### src/rtl/serial_rx_pkg.sv
package serial_rx_pkg;
  typedef enum logic [2:0] {A_IDLE, A_START, A_DATA, A_PAR, A_STOP} async_st_e;
  typedef enum logic [1:0] {S_HUNT1, S_HUNT2, S_WAITX, S_ASM} sync_st_e;
endpackage

### src/rtl/serial_rx_async.sv
module serial_rx_async
  import serial_rx_pkg::*;
#(
  parameter int DATA_W   = 8,
  parameter int FAST_DIV = 16,
  parameter int SLOW_DIV = 64
) (
  input  logic              clk,
  input  logic              rst_n,
  input  logic              tick,
  input  logic              enable,
  input  logic              sel_slow,
  input  logic              par_en,
  input  logic              par_odd,
  input  logic              rxd_s,
  output logic              done,
  output logic [DATA_W-1:0] data,
  output logic              frame_bad,
  output logic              par_bad,
  output logic              brk
);
  localparam int CW = $clog2(SLOW_DIV);
  localparam int BW = $clog2(DATA_W);
  localparam logic [CW-1:0] FAST_LAST = CW'(FAST_DIV - 1);
  localparam logic [CW-1:0] SLOW_LAST = CW'(SLOW_DIV - 1);
  localparam logic [CW-1:0] FAST_HALF = CW'(FAST_DIV / 2 - 1);
  localparam logic [CW-1:0] SLOW_HALF = CW'(SLOW_DIV / 2 - 1);
  localparam logic [BW-1:0] LAST_BIT  = BW'(DATA_W - 1);

  async_st_e         st_q, st_d;
  logic [CW-1:0]     cnt_q, cnt_d;
  logic [BW-1:0]     bit_q, bit_d;
  logic [DATA_W-1:0] sh_q, sh_d;
  logic              done_q, done_d, fbad_q, fbad_d, pbad_q, pbad_d;
  logic              low_q, low_d, brk_q, brk_d;
  logic [CW-1:0]     last, half;
  logic              bit_end;

  assign last    = sel_slow ? SLOW_LAST : FAST_LAST;
  assign half    = sel_slow ? SLOW_HALF : FAST_HALF;
  assign bit_end = (cnt_q == last);

  always_comb begin
    st_d   = st_q;
    cnt_d  = cnt_q;
    bit_d  = bit_q;
    sh_d   = sh_q;
    done_d = 1'b0;
    fbad_d = fbad_q;
    pbad_d = pbad_q;
    low_d  = low_q;
    brk_d  = brk_q;
    if (!enable) begin
      st_d  = A_IDLE;
      low_d = 1'b0;
      brk_d = 1'b0;
    end else if (tick) begin
      case (st_q)
        A_IDLE: if (!rxd_s) begin
          st_d  = A_START;
          cnt_d = '0;
        end
        A_START: if (cnt_q == half) begin
          cnt_d  = '0;
          bit_d  = '0;
          pbad_d = 1'b0;
          st_d   = rxd_s ? A_IDLE : A_DATA;
        end else begin
          cnt_d = cnt_q + 1'b1;
        end
        A_DATA: if (bit_end) begin
          cnt_d = '0;
          sh_d  = {rxd_s, sh_q[DATA_W-1:1]};
          if (bit_q == LAST_BIT) st_d = par_en ? A_PAR : A_STOP;
          else                   bit_d = bit_q + 1'b1;
        end else begin
          cnt_d = cnt_q + 1'b1;
        end
        A_PAR: if (bit_end) begin
          cnt_d  = '0;
          pbad_d = ((^sh_q) ^ rxd_s) != par_odd;
          st_d   = A_STOP;
        end else begin
          cnt_d = cnt_q + 1'b1;
        end
        A_STOP: if (bit_end) begin
          cnt_d  = '0;
          done_d = 1'b1;
          fbad_d = !rxd_s;
          low_d  = !rxd_s;
          if (!rxd_s && low_q) brk_d = 1'b1;
          st_d   = A_IDLE;
        end else begin
          cnt_d = cnt_q + 1'b1;
        end
        default: st_d = A_IDLE;
      endcase
    end
    if (brk_q && rxd_s) brk_d = 1'b0;
  end

  always_ff @(posedge clk or negedge rst_n) begin
    if (!rst_n) begin
      st_q   <= A_IDLE;
      cnt_q  <= '0;
      bit_q  <= '0;
      sh_q   <= '0;
      done_q <= 1'b0;
      fbad_q <= 1'b0;
      pbad_q <= 1'b0;
      low_q  <= 1'b0;
      brk_q  <= 1'b0;
    end else begin
      st_q   <= st_d;
      cnt_q  <= cnt_d;
      bit_q  <= bit_d;
      sh_q   <= sh_d;
      done_q <= done_d;
      fbad_q <= fbad_d;
      pbad_q <= pbad_d;
      low_q  <= low_d;
      brk_q  <= brk_d;
    end
  end

  assign done      = done_q;
  assign data      = sh_q;
  assign frame_bad = fbad_q;
  assign par_bad   = pbad_q;
  assign brk       = brk_q;


  start_confirm_chk: assert property (@(posedge clk) disable iff (!rst_n)
    (st_q == A_DATA && $past(st_q) == A_START) |-> $past(!rxd_s));

  brk_rise_chk: assert property (@(posedge clk) disable iff (!rst_n)
    $rose(brk_q) |-> $past(!rxd_s && st_q == A_STOP));
endmodule

### src/rtl/serial_rx_sync.sv
module serial_rx_sync
  import serial_rx_pkg::*;
#(
  parameter int DATA_W = 8
) (
  input  logic              clk,
  input  logic              rst_n,
  input  logic              tick,
  input  logic              enable,
  input  logic              ext,
  input  logic              dual,
  input  logic [DATA_W-1:0] pat1,
  input  logic [DATA_W-1:0] pat2,
  input  logic              rxd_s,
  input  logic              start_s,
  input  logic              clr_det,
  output logic              done,
  output logic [DATA_W-1:0] data,
  output logic              det
);
  localparam int BW = $clog2(DATA_W);
  localparam logic [BW-1:0] LAST_BIT = BW'(DATA_W - 1);

  sync_st_e          st_q, st_d;
  logic [BW-1:0]     cnt_q, cnt_d;
  logic [DATA_W-1:0] sh_q, sh_d, sh_nx;
  logic              done_q, done_d, det_q, det_d;

  assign sh_nx = {rxd_s, sh_q[DATA_W-1:1]};

  always_comb begin
    st_d   = st_q;
    cnt_d  = cnt_q;
    sh_d   = sh_q;
    done_d = 1'b0;
    det_d  = det_q;
    if (clr_det) det_d = 1'b0;
    if (!enable) begin
      st_d  = S_HUNT1;
      cnt_d = '0;
      det_d = 1'b0;
    end else begin
      case (st_q)
        S_HUNT1: if (ext) begin
          st_d  = S_WAITX;
          cnt_d = '0;
        end else if (tick) begin
          sh_d  = sh_nx;
          cnt_d = (cnt_q == LAST_BIT) ? cnt_q : cnt_q + 1'b1;
          if (cnt_q == LAST_BIT && sh_nx == pat1) begin
            cnt_d = '0;
            if (dual) begin
              st_d = S_HUNT2;
            end else begin
              st_d  = S_ASM;
              det_d = 1'b1;
            end
          end
        end
        S_HUNT2: if (tick) begin
          sh_d  = sh_nx;
          cnt_d = cnt_q + 1'b1;
          if (cnt_q == LAST_BIT) begin
            cnt_d = '0;
            if (sh_nx == pat2) begin
              st_d  = S_ASM;
              det_d = 1'b1;
            end else begin
              st_d = S_HUNT1;
            end
          end
        end
        S_WAITX: if (tick && start_s) begin
          sh_d  = sh_nx;
          cnt_d = BW'(1);
          st_d  = S_ASM;
        end
        S_ASM: if (tick) begin
          sh_d = sh_nx;
          if (cnt_q == LAST_BIT) begin
            cnt_d  = '0;
            done_d = 1'b1;
          end else begin
            cnt_d = cnt_q + 1'b1;
          end
        end
        default: st_d = S_HUNT1;
      endcase
    end
  end

  always_ff @(posedge clk or negedge rst_n) begin
    if (!rst_n) begin
      st_q   <= S_HUNT1;
      cnt_q  <= '0;
      sh_q   <= '0;
      done_q <= 1'b0;
      det_q  <= 1'b0;
    end else begin
      st_q   <= st_d;
      cnt_q  <= cnt_d;
      sh_q   <= sh_d;
      done_q <= done_d;
      det_q  <= det_d;
    end
  end

  assign done = done_q;
  assign data = sh_q;
  assign det  = det_q;


  asm_only_chk: assert property (@(posedge clk) disable iff (!rst_n)
    done_q |-> $past(st_q == S_ASM));
endmodule

### src/rtl/serial_rx_core.sv
module serial_rx_core #(
  parameter int DATA_W   = 8,
  parameter int FAST_DIV = 16,
  parameter int SLOW_DIV = 64
) (
  input  logic              clk,
  input  logic              rst_n,
  input  logic              rxc_en,
  input  logic              rxd,
  input  logic              mode_async,
  input  logic              baud_x64,
  input  logic              par_en,
  input  logic              par_odd,
  input  logic              sync_ext,
  input  logic              sync_dual,
  input  logic [DATA_W-1:0] sync_pat1,
  input  logic [DATA_W-1:0] sync_pat2,
  input  logic              rd_data,
  input  logic              rd_status,
  input  logic              syn_in,
  output logic [DATA_W-1:0] rx_data,
  output logic              rx_ready,
  output logic              err_overrun,
  output logic              err_frame,
  output logic              err_parity,
  output logic              syn_out,
  output logic              syn_oe
);
  logic [1:0]        rxd_meta_q, start_meta_q;
  logic              rxd_s, start_s;
  logic              a_done, a_fbad, a_pbad, a_brk, s_done, s_det;
  logic [DATA_W-1:0] a_data, s_data;
  logic              char_vld;
  logic [DATA_W-1:0] char_val;
  logic              rdy_q, rdy_d, ovr_q, ovr_d, fe_q, fe_d, pe_q, pe_d;
  logic [DATA_W-1:0] dat_q;

  always_ff @(posedge clk or negedge rst_n) begin
    if (!rst_n) begin
      rxd_meta_q   <= 2'b11;
      start_meta_q <= 2'b00;
    end else begin
      rxd_meta_q   <= {rxd_meta_q[0], rxd};
      start_meta_q <= {start_meta_q[0], syn_in};
    end
  end
  assign rxd_s   = rxd_meta_q[1];
  assign start_s = start_meta_q[1];

  serial_rx_async #(.DATA_W(DATA_W), .FAST_DIV(FAST_DIV), .SLOW_DIV(SLOW_DIV)) u_async (
    .clk(clk), .rst_n(rst_n), .tick(rxc_en), .enable(mode_async), .sel_slow(baud_x64),
    .par_en(par_en), .par_odd(par_odd), .rxd_s(rxd_s), .done(a_done), .data(a_data),
    .frame_bad(a_fbad), .par_bad(a_pbad), .brk(a_brk));

  serial_rx_sync #(.DATA_W(DATA_W)) u_sync (
    .clk(clk), .rst_n(rst_n), .tick(rxc_en), .enable(!mode_async), .ext(sync_ext),
    .dual(sync_dual), .pat1(sync_pat1), .pat2(sync_pat2), .rxd_s(rxd_s),
    .start_s(start_s), .clr_det(rd_status), .done(s_done), .data(s_data), .det(s_det));

  assign char_vld = mode_async ? a_done : s_done;
  assign char_val = mode_async ? a_data : s_data;

  always_comb begin
    rdy_d = rdy_q;
    ovr_d = ovr_q;
    fe_d  = fe_q;
    pe_d  = pe_q;
    if (rd_data) rdy_d = 1'b0;
    if (rd_status) begin
      ovr_d = 1'b0;
      fe_d  = 1'b0;
      pe_d  = 1'b0;
    end
    if (char_vld) begin
      rdy_d = 1'b1;
      if (rdy_q && !rd_data) ovr_d = 1'b1;
      if (mode_async && a_fbad) fe_d = 1'b1;
      if (mode_async && a_pbad) pe_d = 1'b1;
    end
  end

  always_ff @(posedge clk or negedge rst_n) begin
    if (!rst_n) begin
      rdy_q <= 1'b0;
      ovr_q <= 1'b0;
      fe_q  <= 1'b0;
      pe_q  <= 1'b0;
    end else begin
      rdy_q <= rdy_d;
      ovr_q <= ovr_d;
      fe_q  <= fe_d;
      pe_q  <= pe_d;
    end
  end

  always_ff @(posedge clk or negedge rst_n) begin
    if (!rst_n)        dat_q <= '0;
    else if (char_vld) dat_q <= char_val;
  end

  assign rx_data     = dat_q;
  assign rx_ready    = rdy_q;
  assign err_overrun = ovr_q;
  assign err_frame   = fe_q;
  assign err_parity  = pe_q;
  assign syn_oe      = mode_async || !sync_ext;
  assign syn_out     = mode_async ? a_brk : (s_det && !sync_ext);


  ready_src_chk: assert property (@(posedge clk) disable iff (!rst_n)
    $rose(rx_ready) |-> $past(char_vld));

  overrun_src_chk: assert property (@(posedge clk) disable iff (!rst_n)
    $rose(err_overrun) |-> $past(rx_ready && char_vld && !rd_data));

  status_clr_chk: assert property (@(posedge clk) disable iff (!rst_n)
    (rd_status && !char_vld) |=> (!err_frame && !err_parity && !err_overrun));
endmodule

### config.mk
export PLATFORM = sky130hd
export DESIGN_NAME = serial_rx_core
export DESIGN_NICKNAME = d
export VERILOG_FILES = /design/src/rtl/serial_rx_pkg.sv /design/src/rtl/serial_rx_async.sv /design/src/rtl/serial_rx_sync.sv /design/src/rtl/serial_rx_core.sv
export SDC_FILE = /design/constraint.sdc
export NUM_CORES = 1
export LEC_CHECK = 0
export BUFFER_PORTS_ARGS = -buffer_cell sky130_fd_sc_hd__buf_2
export CAP_MARGIN = 10
export CORE_UTILIZATION = 60
export DETAILED_ROUTE_END_ITERATION = 10
export PLACE_DENSITY = 0.83
export SLEW_MARGIN = 15
export SYNTH_ARGS = -nofsm -noshare
export SYNTH_HDL_FRONTEND = slang
export SYNTH_HIERARCHICAL = 1
export SYNTH_SLANG_ARGS = --single-unit
export TNS_END_PERCENT = 20
### constraint.sdc
create_clock -name clk -period 4.9 [get_ports clk]
set_input_delay 0.98 -clock clk [delete_from_list [all_inputs] [get_ports clk]]
set_output_delay 0.98 -clock clk [all_outputs]
set_load 0.01 [all_outputs]
After elaboration in Yosys (flattened, before gate mapping)
Cells that the tools add are included.

cells by class
  eq/ne operators = 41
  bitwise gates (word level) = 2
  $add $sub $neg = 3
  reduce and logical (&&, ||, !) cells = 33
  multiplexer cells = 89

operators by type and width
  cell                   count
  $mux W3                20
  $mux W1                42
  $mux W8                4
  $mux W6                4
  $ne A3 B2 Y1 const B   8
  $pmux W8 S3            1
  $mux W2                10
  $reduce_and A4 Y1      5
  $pmux W6 S3            1
  $eq A8 B8 Y1           2
  $pmux W3 S5            1
  $eq A6 B6 Y1           2
  $ne A2 B1 Y1 const B   6
  $ne A3 B1 Y1 const B   4
  $reduce_and A6 Y1      2
  $eq A3 B3 Y1 const B   3
  $pmux W3 S3            1
  $logic_and A1 B1 Y1    8
  $ne A2 B2 Y1 const B   4
  $reduce_xor A8 Y1      1
  $reduce_and A7 Y1      1
  $add A3 B1 Y3 const B  2
  $add A6 B1 Y6 const B  1
  $eq A3 B2 Y1 const B   2
  other kinds (25)       33

word-level totals
  word-level logic and storage cells = 189
  input port bits = 29
  flip-flop bits (word level) = 56
  output and inout port bits = 14

Logic depth before layout (Yosys ltp)
  depth in word-level cells = 8
  mapped depth = 8
  mapped depth without buffers = 7

Cells and area by module
The synthesis kept the hierarchy.

by module, submodules not included
  module           instances  cells an instance  area an instance (µm²)  sequential area each (µm²)
  serial_rx_async  1          146                1425.1                  625.6
  serial_rx_sync   1          100                1058.5                  375.4
  serial_rx_core   1          50                 744.5                   402.9

Least setup slack after synthesis
Ideal clock, no wire load.

  path type = input to output
  start = in mode_async
  end = out syn_out
  path buffers = 2
  stages on the path = 4
  arrival = 1.485 ns
  data required time = 3.920 ns
  slack = 2.435 ns
  cells stage by stage = buf_6 -> buf_6 -> nor2_1 -> a22o_2

between the ends
  longest elaborated chain between the ends = 1

RTL lines
  item             line                   text
  start, declared  serial_rx_core.sv:10   input logic mode_async,
  $mux W1          serial_rx_core.sv:107  assign syn_out = mode_async ? a_brk : (s_det && !sync_ext);
  end, declared    serial_rx_core.sv:26   output logic syn_out,

No other way between the ends.

Final worst setup path
  start = in mode_async
  end = out syn_oe

between the ends
  longest elaborated chain between the ends = 1

RTL lines
  item                line                   text
  $logic_or A1 B1 Y1  serial_rx_core.sv:106  assign syn_oe = mode_async || !sync_ext;
  end, declared       serial_rx_core.sv:27   output logic syn_oe

No other way between the ends.

==> load_flow_metrics.sql <==
INSERT INTO impl_metrics (metric_group, metric, value, unit) VALUES
('synth', 'ys.warnings.count', '6', ''),
('synth', 'synth_cell_types', '57', ''),
('synth', 'synth_area_per_cell', '10.9', 'µm²'),
('pwr', 'leakage', '0.00172', 'µW'),
('pwr', 'vdd_ir_drop_max', '0.313', 'mV'),
('synth', 'netlist.area_leader.share', '41.9', '%'),
('grt', 'gr-total-overflow', '0', ''),
('clock_network', 'post_cts.repair.setup_buffers', '0', ''),
('detailed_routing', 'drc', '0', ''),
('detailed_routing', 'top_layer_used', 'met4', ''),
('worst_setup_path', 'crit_path_max_fanout', '26', ''),
('place', 'gp_congestion', '0.953', ''),
('timing', 'finalHoldWorstSlack', '0.363', 'ns'),
('finish', 'final_net_count', '374', ''),
('synth', 'syn-cell-area', '3230', 'µm²'),
('place', 'hpwlAfterDp', '4410', 'µm'),
('worst_setup_path', 'critical_path.endpoint_type', 'primary output', ''),
('timing', 'layout_worst_path_cycle_share', '60.7', '%'),
('floorplan', 'die_area', '5680', 'µm²'),
('hold_path', 'worst_hold_path_type', 'reg2reg', ''),
('worst_setup_path', 'cp_data_arrival_time', '2.00', 'ns'),
('synth', 'edff_count_synth', '0', ''),
('flow_run', 'timing.max_cap.violations', '0', ''),
('clock_network', 'clk-insertion-delay-late', '0.31', 'ns'),
('clock_network', 'cts.htree.levels', '2', ''),
('timing', 'finalSetupTns', '0', 'ns'),
('clock_network', 'cts_hold_buf', '0', ''),
('floorplan', 'core_region_area', '5140', 'µm²'),
('detailed_routing', 'detailedRoute.firstIterationViolations', '165', ''),
('detailed_routing', 'detail_route.wirelength.met1', '2950', 'µm'),
('worst_setup_path', 'worstPathRequired', '3.92', 'ns'),
('detailed_routing', 'ant_nets', '0', ''),
('synth', 'ys_ff_latch', '56', ''),
('finish', 'utilization', '69.8', '%'),
('detailed_routing', 'average_wire_length_per_cell_after_detail_routing', '15.0', 'µm'),
('synth', 'synth-main-ff-cell', 'dfrtp_1', ''),
('clock_network', 'clock_path_buffers', '2', ''),
('finish', 'layout-drive-gt1-share', '30.9', '%'),
('outcome', 'outcome', 'complete, no violations', ''),
('detailed_routing', 'drt-total-wl', '6100', 'µm'),
('grt', 'grt_first_pass_wirelength', '9770', 'µm'),
('synth', 'synth_sequential_area_ratio', '43.5', '%'),
('detailed_routing', 'detail_route.vias_per_cell', '5.62', ''),
('detailed_routing', 'iteration_count_of_the_initial_detailed_routing_pass', '4', ''),
('timing', 'hold_viol', '0', ''),
('floorplan', 'io-pin-count', '43', ''),
('timing', 'grt_setup_unrepaired', 'false', ''),
('clock_network', 'tritoncts_clock_tree', 'yes', ''),
('grt', 'grt_start_max_net_pins', '57', ''),
('synth', 'postSynthNetCount', '334', ''),
('synth', 'synth_async_sr_flop_share', '100', '%'),
('timing', 'fmax', '336', 'MHz'),
('floorplan', 'die_w', '75.4', 'µm'),
('detailed_routing', 'vias', '2289', ''),
('finish', 'flow.area_growth_from_synthesis', '11.1', '%'),
('detailed_routing', 'met3_wire_len', '206', 'µm'),
('synth', 'postSynthCellCount', '296', ''),
('floorplan', 'initial_utilization', '62.8', '%'),
('worst_setup_path', 'critical_path.startpoint_type', 'primary input', ''),
('timing', 'finalMaxSlewViolations', '0', ''),
('floorplan', 'dieHeight', '75.4', 'µm'),
('timing', 'finalCriticalPeriod', '2.98', 'ns'),
('worst_setup_path', 'critical_path_class', 'in2out', ''),
('synth', 'synth_top_cell_by_area', 'dfrtp_1', ''),
('timing', 'finalSetupViolations', '0', ''),
('timing', 'worstMarginPinSlew', '0.691', 'ns'),
('synth', 'synth.top_cells.by_area', 'dfrtp_1 42%, mux2_2 8.0%, mux2_4 6.5%', ''),
('clock_network', 'clockRootBuffer', 'clkbuf_8', ''),
('floorplan', 'rows', '26', ''),
('detailed_routing', 'wl_met2', '2860', 'µm'),
('clock_network', 'clkSlewWorstSetupHoldPaths', '0.10', 'ns'),
('clock_network', 'cts-resized-gates', '0', ''),
('place', 'io_buffer_count', '42', ''),
('timing', 'clock_skew', '0.00580', 'ns'),
('clock_network', 'clock_sink_total', '56', ''),
('clock_network', 'cts_made_buffers', '5', ''),
('grt', 'global_route.usage.total', '22.8', '%'),
('grt', 'antenna_found_initial', '0', ''),
('finish', 'insertedDiodeCount', '0', ''),
('grt', 'grt_pass1_vias', '2109', ''),
('pwr', 'p_per_area', '354', 'nW/µm²'),
('timing', 'timing.slew.headroom', '53.9', '%');
logic make-up after synthesis:
kind of cell    count (synthesis)  synth area share [%]
fa+ha+maj                       9                  3.49
simple gates                   83                  13.8
compound gates                 52                  11.6
flops                          56                  43.5
mux                            45                  17.0
xor+xnor                       25                  6.78
buf+inv                        26                  3.80
per-layer routing:
layer	vias up	global-route usage (%)
met2	52	36.2
met4	0	6.79
met5	-	0
met3	9	4.63
li1	1123	-
met1	1105	31.9
where the power goes:
part | total [µW] | switching (µW) | internal [µW]
registers | 597 | 81.8 | 515
clock network | 311 | 157 | 154
logic | 360 | 168 | 192
final cells by class:
class / instances / area [µm²]
Timing Repair Buffer: 43 / 218
Clock buffer: 5 / 68.8
Inverter: 16 / 60.1
Sequential cell: 56 / 1400
Multi-Input combinational cell: 214 / 1700
Fill cell: 392 / 1550
Tap cell: 70 / 87.6
Clock inverter: 3 / 46.3
final timing paths:
path                       cells past startpoint  slack (ns)     startpoint          endpoint
hold reg to reg                                0        0.36  rxd_meta_q[0]     rxd_meta_q[1]
hold / removal                                 0        0.36  rxd_meta_q[0]     rxd_meta_q[1]
setup / recovery                               4        1.92     mode_async            syn_oe
setup reg to reg                               5        2.63  rxd_meta_q[1]  u_async/cnt_q[2]
max in group asynchronous                      2        3.66          rst_n   u_sync/cnt_q[2]
min in group asynchronous                      2        0.77          rst_n  u_async/cnt_q[1]
synth_stat cells (all sizes together) (4+ instances only):
master  count
or3         4
inv        16
mux2i       8
nand4       5
nor3        8
o21ai      17
nand2b      5
a21oi       4
dfrtp      54
nand3       6
a21boi      5
ha          9
clkbuf      6
xnor2      24
nor2       19
buf         4
nand2      22
mux2       37
critical path, stage by stage:
cell and delay [ns]:
buf_2 0.46, inv_1 0.30, nand2_1 0.12, buf_2 0.13
registers in the layout (all words and copies together), names as in the netlist, 2 cells and up:
name and flops:
rx_data 8, rxd_meta_q 2, start_meta_q 2, u_async/bit_q 3, u_async/cnt_q 6, u_async/data 8
u_async/st_q 3, u_sync/cnt_q 3, u_sync/data 8, u_sync/st_q 2
stage by stage:
stage	area [µm²]	total power (µW)	std cells	setup WS, ns
final	3590	1270	407	1.92
after global routing	3590	1340	407	1.82
after CTS	3590	1280	407	1.93
after detailed placement	3470	962	399	1.93
after global placement	3470	945	399	1.98
after floorplan	3230	866	296	2.43
layout by cell type (no fill, tap or decap), drive strengths merged, types with 6 or more instances in the layout:
| master | count |
|---|---|
| nand3 | 6 |
| ha | 9 |
| o21ai | 17 |
| mux2 | 37 |
| inv | 17 |
| nor2 | 19 |
| dfrtp | 54 |
| mux2i | 8 |
| xnor2 | 24 |
| buf | 43 |
| nand2 | 22 |
| nor3 | 8 |
Power figures use the tool's default switching activity.
